`src/rtl/clkmon_pkg.sv`:
```
package clkmon_pkg;

   typedef enum logic [1:0] {
      SRC_REF    = 2'b00,
      SRC_PLL    = 2'b01,
      SRC_BACKUP = 2'b10
   } clk_src_e;

   typedef enum logic [1:0] {
      ST_RUN  = 2'b00,
      ST_LIMP = 2'b01,
      ST_FAIL = 2'b10
   } lh_state_e;

   typedef struct packed {
      logic lh_dis;
      logic pll_sel;
      logic auto_pll;
      logic pll_on;
      logic fast_mon;
      logic mon_en;
   } ctl_t;

   localparam int CTL_W = $bits(ctl_t);

   localparam ctl_t CTL_RST = '{lh_dis: 1'b0, pll_sel: 1'b0, auto_pll: 1'b0,
                                pll_on: 1'b1, fast_mon: 1'b0, mon_en: 1'b1};

   function automatic clk_src_e pick_src(input ctl_t c);
      return (c.auto_pll && c.pll_sel && c.pll_on) ? SRC_PLL : SRC_REF;
   endfunction

endpackage

```
`src/rtl/clkmon_sync_edge.sv`:
```
module clkmon_sync_edge #(
   parameter int SYNC_STAGES = 2,
   parameter int EDGE_MODE   = 0
) (
   input  logic clk,
   input  logic rst_n,
   input  logic async_in,
   output logic edge_o
);
   if (SYNC_STAGES < 2) begin : g_bad_stages
      $error("clkmon_sync_edge: SYNC_STAGES must be at least 2");
   end
   if (EDGE_MODE != 0 && EDGE_MODE != 1) begin : g_bad_mode
      $error("clkmon_sync_edge: EDGE_MODE must be 0 or 1");
   end

   logic [SYNC_STAGES-1:0] shr_q;
   logic                   last_q;

   always_ff @(posedge clk or negedge rst_n) begin
      if (!rst_n) begin
         shr_q  <= '0;
         last_q <= 1'b0;
      end else begin
         shr_q  <= {shr_q[SYNC_STAGES-2:0], async_in};
         last_q <= shr_q[SYNC_STAGES-1];
      end
   end

   if (EDGE_MODE == 0) begin : g_rise
      assign edge_o = shr_q[SYNC_STAGES-1] & ~last_q;
   end else begin : g_both
      assign edge_o = shr_q[SYNC_STAGES-1] ^ last_q;
   end
endmodule

```
`src/rtl/clkmon_loss_timer.sv`:
```
module clkmon_loss_timer #(
   parameter int LOSS_CYCLES = 64
) (
   input  logic clk,
   input  logic rst_n,
   input  logic arm,
   input  logic edge_seen,
   output logic timeout
);
   localparam int CW = (LOSS_CYCLES > 2) ? $clog2(LOSS_CYCLES) : 1;

   if (LOSS_CYCLES < 4) begin : g_bad_loss
      $error("clkmon_loss_timer: LOSS_CYCLES must be at least 4");
   end

   logic [CW-1:0] gap_q;

   assign timeout = arm && !edge_seen && (gap_q == CW'(LOSS_CYCLES - 1));

   always_ff @(posedge clk or negedge rst_n) begin
      if (!rst_n) begin
         gap_q <= '0;
      end else if (!arm || edge_seen || timeout) begin
         gap_q <= '0;
      end else begin
         gap_q <= gap_q + 1'b1;
      end
   end
endmodule

```
`src/rtl/clkmon_qual_cnt.sv`:
```
module clkmon_qual_cnt #(
   parameter int QUAL_BITS = 13
) (
   input  logic clk,
   input  logic rst_n,
   input  logic clr,
   input  logic inc,
   output logic reached
);
   if (QUAL_BITS < 2) begin : g_bad_bits
      $error("clkmon_qual_cnt: QUAL_BITS must be at least 2");
   end

   logic [QUAL_BITS-1:0] cnt_q;
   logic [QUAL_BITS-1:0] cnt_nxt;

   assign cnt_nxt = cnt_q + 1'b1;
   assign reached = inc && !clr && cnt_nxt[QUAL_BITS-1];

   always_ff @(posedge clk or negedge rst_n) begin
      if (!rst_n) begin
         cnt_q <= '0;
      end else if (clr) begin
         cnt_q <= '0;
      end else if (inc) begin
         cnt_q <= cnt_nxt;
      end
   end
endmodule

```
`src/rtl/clkmon_limp_ctrl.sv`:
```
module clkmon_limp_ctrl
   import clkmon_pkg::*;
#(
   parameter int LOSS_CYCLES = 64,
   parameter int QUAL_BITS   = 13,
   parameter int SYNC_STAGES = 2,
   parameter int EDGE_MODE   = 0
) (
   input  logic                   bk_clk,
   input  logic                   rst_n,
   input  logic                   ref_clk_in,
   input  logic                   cfg_we,
   input  logic [CTL_W-1:0]       cfg_wdata,
   output logic [CTL_W-1:0]       ctl_q,
   output logic [1:0]             clk_sel,
   output logic                   limp_flag,
   output logic                   mon_state,
   output logic                   fail_rst_req
);
   if (CTL_W != 6) begin : g_bad_ctl
      $error("clkmon_limp_ctrl: control layout must be six bits");
   end

   ctl_t      ctl_r;
   lh_state_e state_q;
   clk_src_e  sel_q;
   clk_src_e  saved_q;
   logic      ref_edge;
   logic      loss_evt;
   logic      qual_done;
   logic      in_limp;
   logic      mon_on;

   // control register
   always_ff @(posedge bk_clk or negedge rst_n) begin
      if (!rst_n) begin
         ctl_r <= CTL_RST;
      end else if (cfg_we) begin
         ctl_r <= ctl_t'(cfg_wdata);
      end
   end

   assign in_limp = (state_q == ST_LIMP);
   assign mon_on  = in_limp || ctl_r.mon_en || ctl_r.fast_mon;

   clkmon_sync_edge #(
      .SYNC_STAGES (SYNC_STAGES),
      .EDGE_MODE   (EDGE_MODE)
   ) u_sync (
      .clk      (bk_clk),
      .rst_n    (rst_n),
      .async_in (ref_clk_in),
      .edge_o   (ref_edge)
   );

   clkmon_loss_timer #(
      .LOSS_CYCLES (LOSS_CYCLES)
   ) u_timer (
      .clk       (bk_clk),
      .rst_n     (rst_n),
      .arm       (mon_on && (state_q != ST_FAIL)),
      .edge_seen (ref_edge),
      .timeout   (loss_evt)
   );

   clkmon_qual_cnt #(
      .QUAL_BITS (QUAL_BITS)
   ) u_qual (
      .clk     (bk_clk),
      .rst_n   (rst_n),
      .clr     (!in_limp || loss_evt),
      .inc     (in_limp && ref_edge),
      .reached (qual_done)
   );

   // mode sequencing and source memory
   always_ff @(posedge bk_clk or negedge rst_n) begin
      if (!rst_n) begin
         state_q <= ST_RUN;
         sel_q   <= SRC_REF;
         saved_q <= SRC_REF;
      end else begin
         unique case (state_q)
            ST_RUN: begin
               sel_q <= pick_src(ctl_r);
               if (loss_evt) begin
                  if (ctl_r.lh_dis) begin
                     state_q <= ST_FAIL;
                  end else begin
                     state_q <= ST_LIMP;
                     saved_q <= sel_q;
                  end
               end
            end
            ST_LIMP: begin
               if (qual_done) begin
                  state_q <= ST_RUN;
                  sel_q   <= (saved_q == SRC_PLL) ? pick_src(ctl_r) : SRC_REF;
               end
            end
            ST_FAIL: begin
               state_q <= ST_FAIL;
            end
            default: begin
               state_q <= ST_RUN;
            end
         endcase
      end
   end

   assign ctl_q        = ctl_r;
   assign limp_flag    = in_limp;
   assign clk_sel      = in_limp ? SRC_BACKUP : sel_q;
   assign mon_state    = mon_on;
   assign fail_rst_req = (state_q == ST_FAIL);
endmodule

```
`config.mk`:
```
export PLATFORM = sky130hd
export DESIGN_NAME = clkmon_limp_ctrl
export DESIGN_NICKNAME = d
export VERILOG_FILES = /design/src/rtl/clkmon_pkg.sv /design/src/rtl/clkmon_sync_edge.sv /design/src/rtl/clkmon_loss_timer.sv /design/src/rtl/clkmon_qual_cnt.sv /design/src/rtl/clkmon_limp_ctrl.sv
export SDC_FILE = /design/constraint.sdc
export NUM_CORES = 1
export LEC_CHECK = 0
export BUFFER_PORTS_ARGS = -buffer_cell sky130_fd_sc_hd__buf_2
export CAP_MARGIN = 40
export CORE_ASPECT_RATIO = 2
export CORE_UTILIZATION = 35
export DETAILED_ROUTE_END_ITERATION = 7
export GPL_TIMING_DRIVEN = 0
export PLACE_DENSITY = 0.57
export SYNTH_ARGS = -nofsm -noshare
export SYNTH_HDL_FRONTEND = slang
export SYNTH_HIERARCHICAL = 1
export SYNTH_SLANG_ARGS = --single-unit
export TNS_END_PERCENT = 30
```
`constraint.sdc`:
```
create_clock -name bk_clk -period 4.9 [get_ports bk_clk]
set_input_delay 0.735 -clock bk_clk [delete_from_list [all_inputs] [get_ports bk_clk]]
set_output_delay 0.735 -clock bk_clk [all_outputs]
set_load 0.02 [all_outputs]
```
==> qor.yml <==
yosys:
  synth_cell_types: 40
  syn_area_um2: 1535
  avgSynthCellArea_um2: 10.89
  synth_edf_count: 0
  ys_seq_area_frac: 0.5232
  yosys_most_used_dff: "dfrtp_1"
  synthesis.nets: 153
  ys_ff_latch: 32
  syn_inst: 141
  postSynth.asyncResetShare: 1.000
  synth_area_leader_cell: "dfrtp_1"
  synth_top_area_share: 0.4890
  synth.most_common_cell: "dfrtp_1"
  synthTopCellsByArea: "dfrtp_1 49%, mux2_2 5.9%, nor2_1 3.7%, dfstp_2 3.4%, a21oi_1 2.6%"
  synth.top_cells.by_count: "30 x dfrtp_1, 15 x nor2_1, 8 x a21oi_1, 8 x mux2_2"
  yosys_warnings: 6
floorplan:
  core_um2: 4129
  die_h_um: 95.66
  rows: 33
  fp.dieW_um: 48.83
  start_util: 0.3718
  num_io_pins: 21
  die_area_um2: 4671
route:
  vias: 1105
  drtIter0Drc: 22
  via_per_inst: 5.046
  antenna_left: 0
  drc: 0
  firstDrtPassIters: 2
  wl_per_cell_um: 13.39
  totalWireLength_um: 2933
clock_network:
  cts_resized: 0
  clock_sinks: 32
  post-cts-setup-buffer-count: 0
  clock-root-buffer: "clkbuf_8"
  cts_tree: "done"
  clockBufferDepth: 2
  ctsHoldBuffers: 0
  htree_levels: 2
  path_clk_slew_ps: 60
  clock_latency_ps: 270
  cts_made_buffers: 5
cells_and_area:
  fill_cells: 421
  num-nets-final: 179
  final_area_um2: 1773
  diodes: 0
  drive_gt1_frac: 0.2695
  area_growth_pct: 15.48
timing:
  worstMarginPinSlew_ps: 715.6
  fmax_ghz: 0.3829
  finalCriticalPeriod_ps: 2612
  max_slew_margin: 0.5229
  report.final.slew_viol_count: 0
  rsz0062_at_grt: "no"
  finClkSkew_ps: 3.656
  finalHoldViolCount: 0
  fin_crit_sh: 0.5330
  final-setup-viol-count: 0
  fin_tns_setup_ps: 0
grt:
  grt_pass1_wl_um: 4981
  grt_pass1_vias: 1127
  grt_start_max_net_pins: 33
  grt_overflow_total: 0
  track_usage: 0.1439
  antenna_found_initial: 0
min_path:
  hp-class: "reg2reg"
place:
  io_buffers: 19
  placedInstanceArea_um2: 1695
  gp_congestion: 0.7260
  dp.final_hpwl_um: 2214
setup_path:
  cp_slowest_cell: "dfstp_2"
  critPathLaunchType: "flip-flop"
  crit_chain: "nor2_1 > nor2_1 > o21a_1 > nand2b_1 > nor3_1 > nand2b_1 > buf_2 > o2111ai_1 > nor4_1 > mux2_2"
  cp_max_fo: 8
  cp.required_ps: 5060
  end_kind: "flip-flop"
  critPathMaxStageDelay_ps: 540
  crit_type: "reg2reg"
  cp_data_arrival_time_ps: 2770
pwr:
  peakVddDrop_uv: 177.2
  power_leakage_nw: 0.7537
  power_density_nw_per_um2: 293.5
job:
  cap_violations: 0
status:
  status: "finished clean"
## cell families after synthesis
group	count (synthesis)	share of synthesized area
AO/OA/AOI/OAI	24	0.09781
multiplexers	10	0.07254
adder cells (fa/ha/maj)	2	0.01630
XOR/XNOR	7	0.03994
flip-flops	32	0.5232
buffers and inverters	11	0.03097
AND/OR/NAND/NOR	55	0.2192
## layout make-up
type,count,area [um^2],share of cell area
flip-flops and latches,32,803.3,0.4531
repair buffers,19,95.09,0.05363
inverters,5,18.77,0.01059
plain buffers,6,28.78,0.01623
multi-input cells,98,684.4,0.3860
well taps,52,65.06,0.03670
clock inverters,1,5.005,0.002823
clock buffers,6,72.57,0.04093
## cell usage in the layout (no fill, tap or decap), types with 2 or more instances in the layout
cell type	Yosys	final
inv_1	5	5
or4_1	5	5
clkbuf_8	0	5
o31ai_1	5	5
xnor2_1	3	3
dfrtp_1	30	30
a21oi_1	8	8
nand3_2	2	2
or3_1	3	3
ha_1	2	2
nand4_1	4	4
nand2b_1	3	3
nand2_1	5	5
nand3_1	2	2
nor4_1	2	2
nor2_1	15	15
o21ai_0	5	5
dfstp_2	2	2
nor2b_1	5	5
xor2_1	4	4
mux2_2	8	8
clkbuf_1	3	4
buf_2	2	21
## sequential cells by signal, summed over array words and instances, names as in the netlist
name	cells
ctl_q	6
u_sync/last_q	1
u_qual/cnt_q	13
u_timer/gap_q	6
state_q	2
sel_q	1
saved_q	1
u_sync/shr_q	2
## path summary, 6_finish.rpt
path                            startpoint          endpoint  slack, ps  cells past startpoint
max                               ctl_q[0]  u_qual/cnt_q[11]       2290                     10
min                        u_sync/shr_q[0]   u_sync/shr_q[1]        360                      0
max reg2reg                       ctl_q[0]  u_qual/cnt_q[11]       2290                     10
min reg2reg                u_sync/shr_q[0]   u_sync/shr_q[1]        360                      0
max in group asynchronous            rst_n  u_qual/cnt_q[12]       3930                      1
min in group asynchronous            rst_n   u_sync/shr_q[0]        510                      1
## worst max-delay path, delay by kind of cell, from the launching register on
kind	cells	cell delay, ps
muxes	1	390
DFF	1	540
AOI/OAI and AO/OA	2	300
buffers and inverters	1	170
and+or+nand+nor	6	1100
## metal layers
layer  routed length (um)  GRT usage
met2                 1670     0.2639
met4                   66    0.08578
met1                 1133     0.1442
met3                   63    0.03509
met5                    0          0
## metrics by stage
stage	setup slack, ps	std cells	utilization	hold WS [ps]	power [mW]
6_report	2288	219	0.4294	358.1	0.5204
3_5_place_dp	2291	212	0.4106	341.0	0.3435
5_1_grt	2129	219	0.4294	370.1	0.5497
2_1_floorplan	2554	141	-	331.2	0.3226
3_3_place_gp	2338	212	0.4106	336.6	0.3415
4_1_cts	2271	219	0.4294	360.2	0.5326
## where the power goes
| group | switching (mW) | internal (mW) | leakage (nW) |
|---|---|---|---|
| Clock | 0.0867 | 0.0963 | 0.0410 |
| Combinational | 0.0280 | 0.0203 | 0.292 |
| Sequential | 0.0105 | 0.279 | 0.421 |
Note: power is estimated with default switching activity, not from simulation.
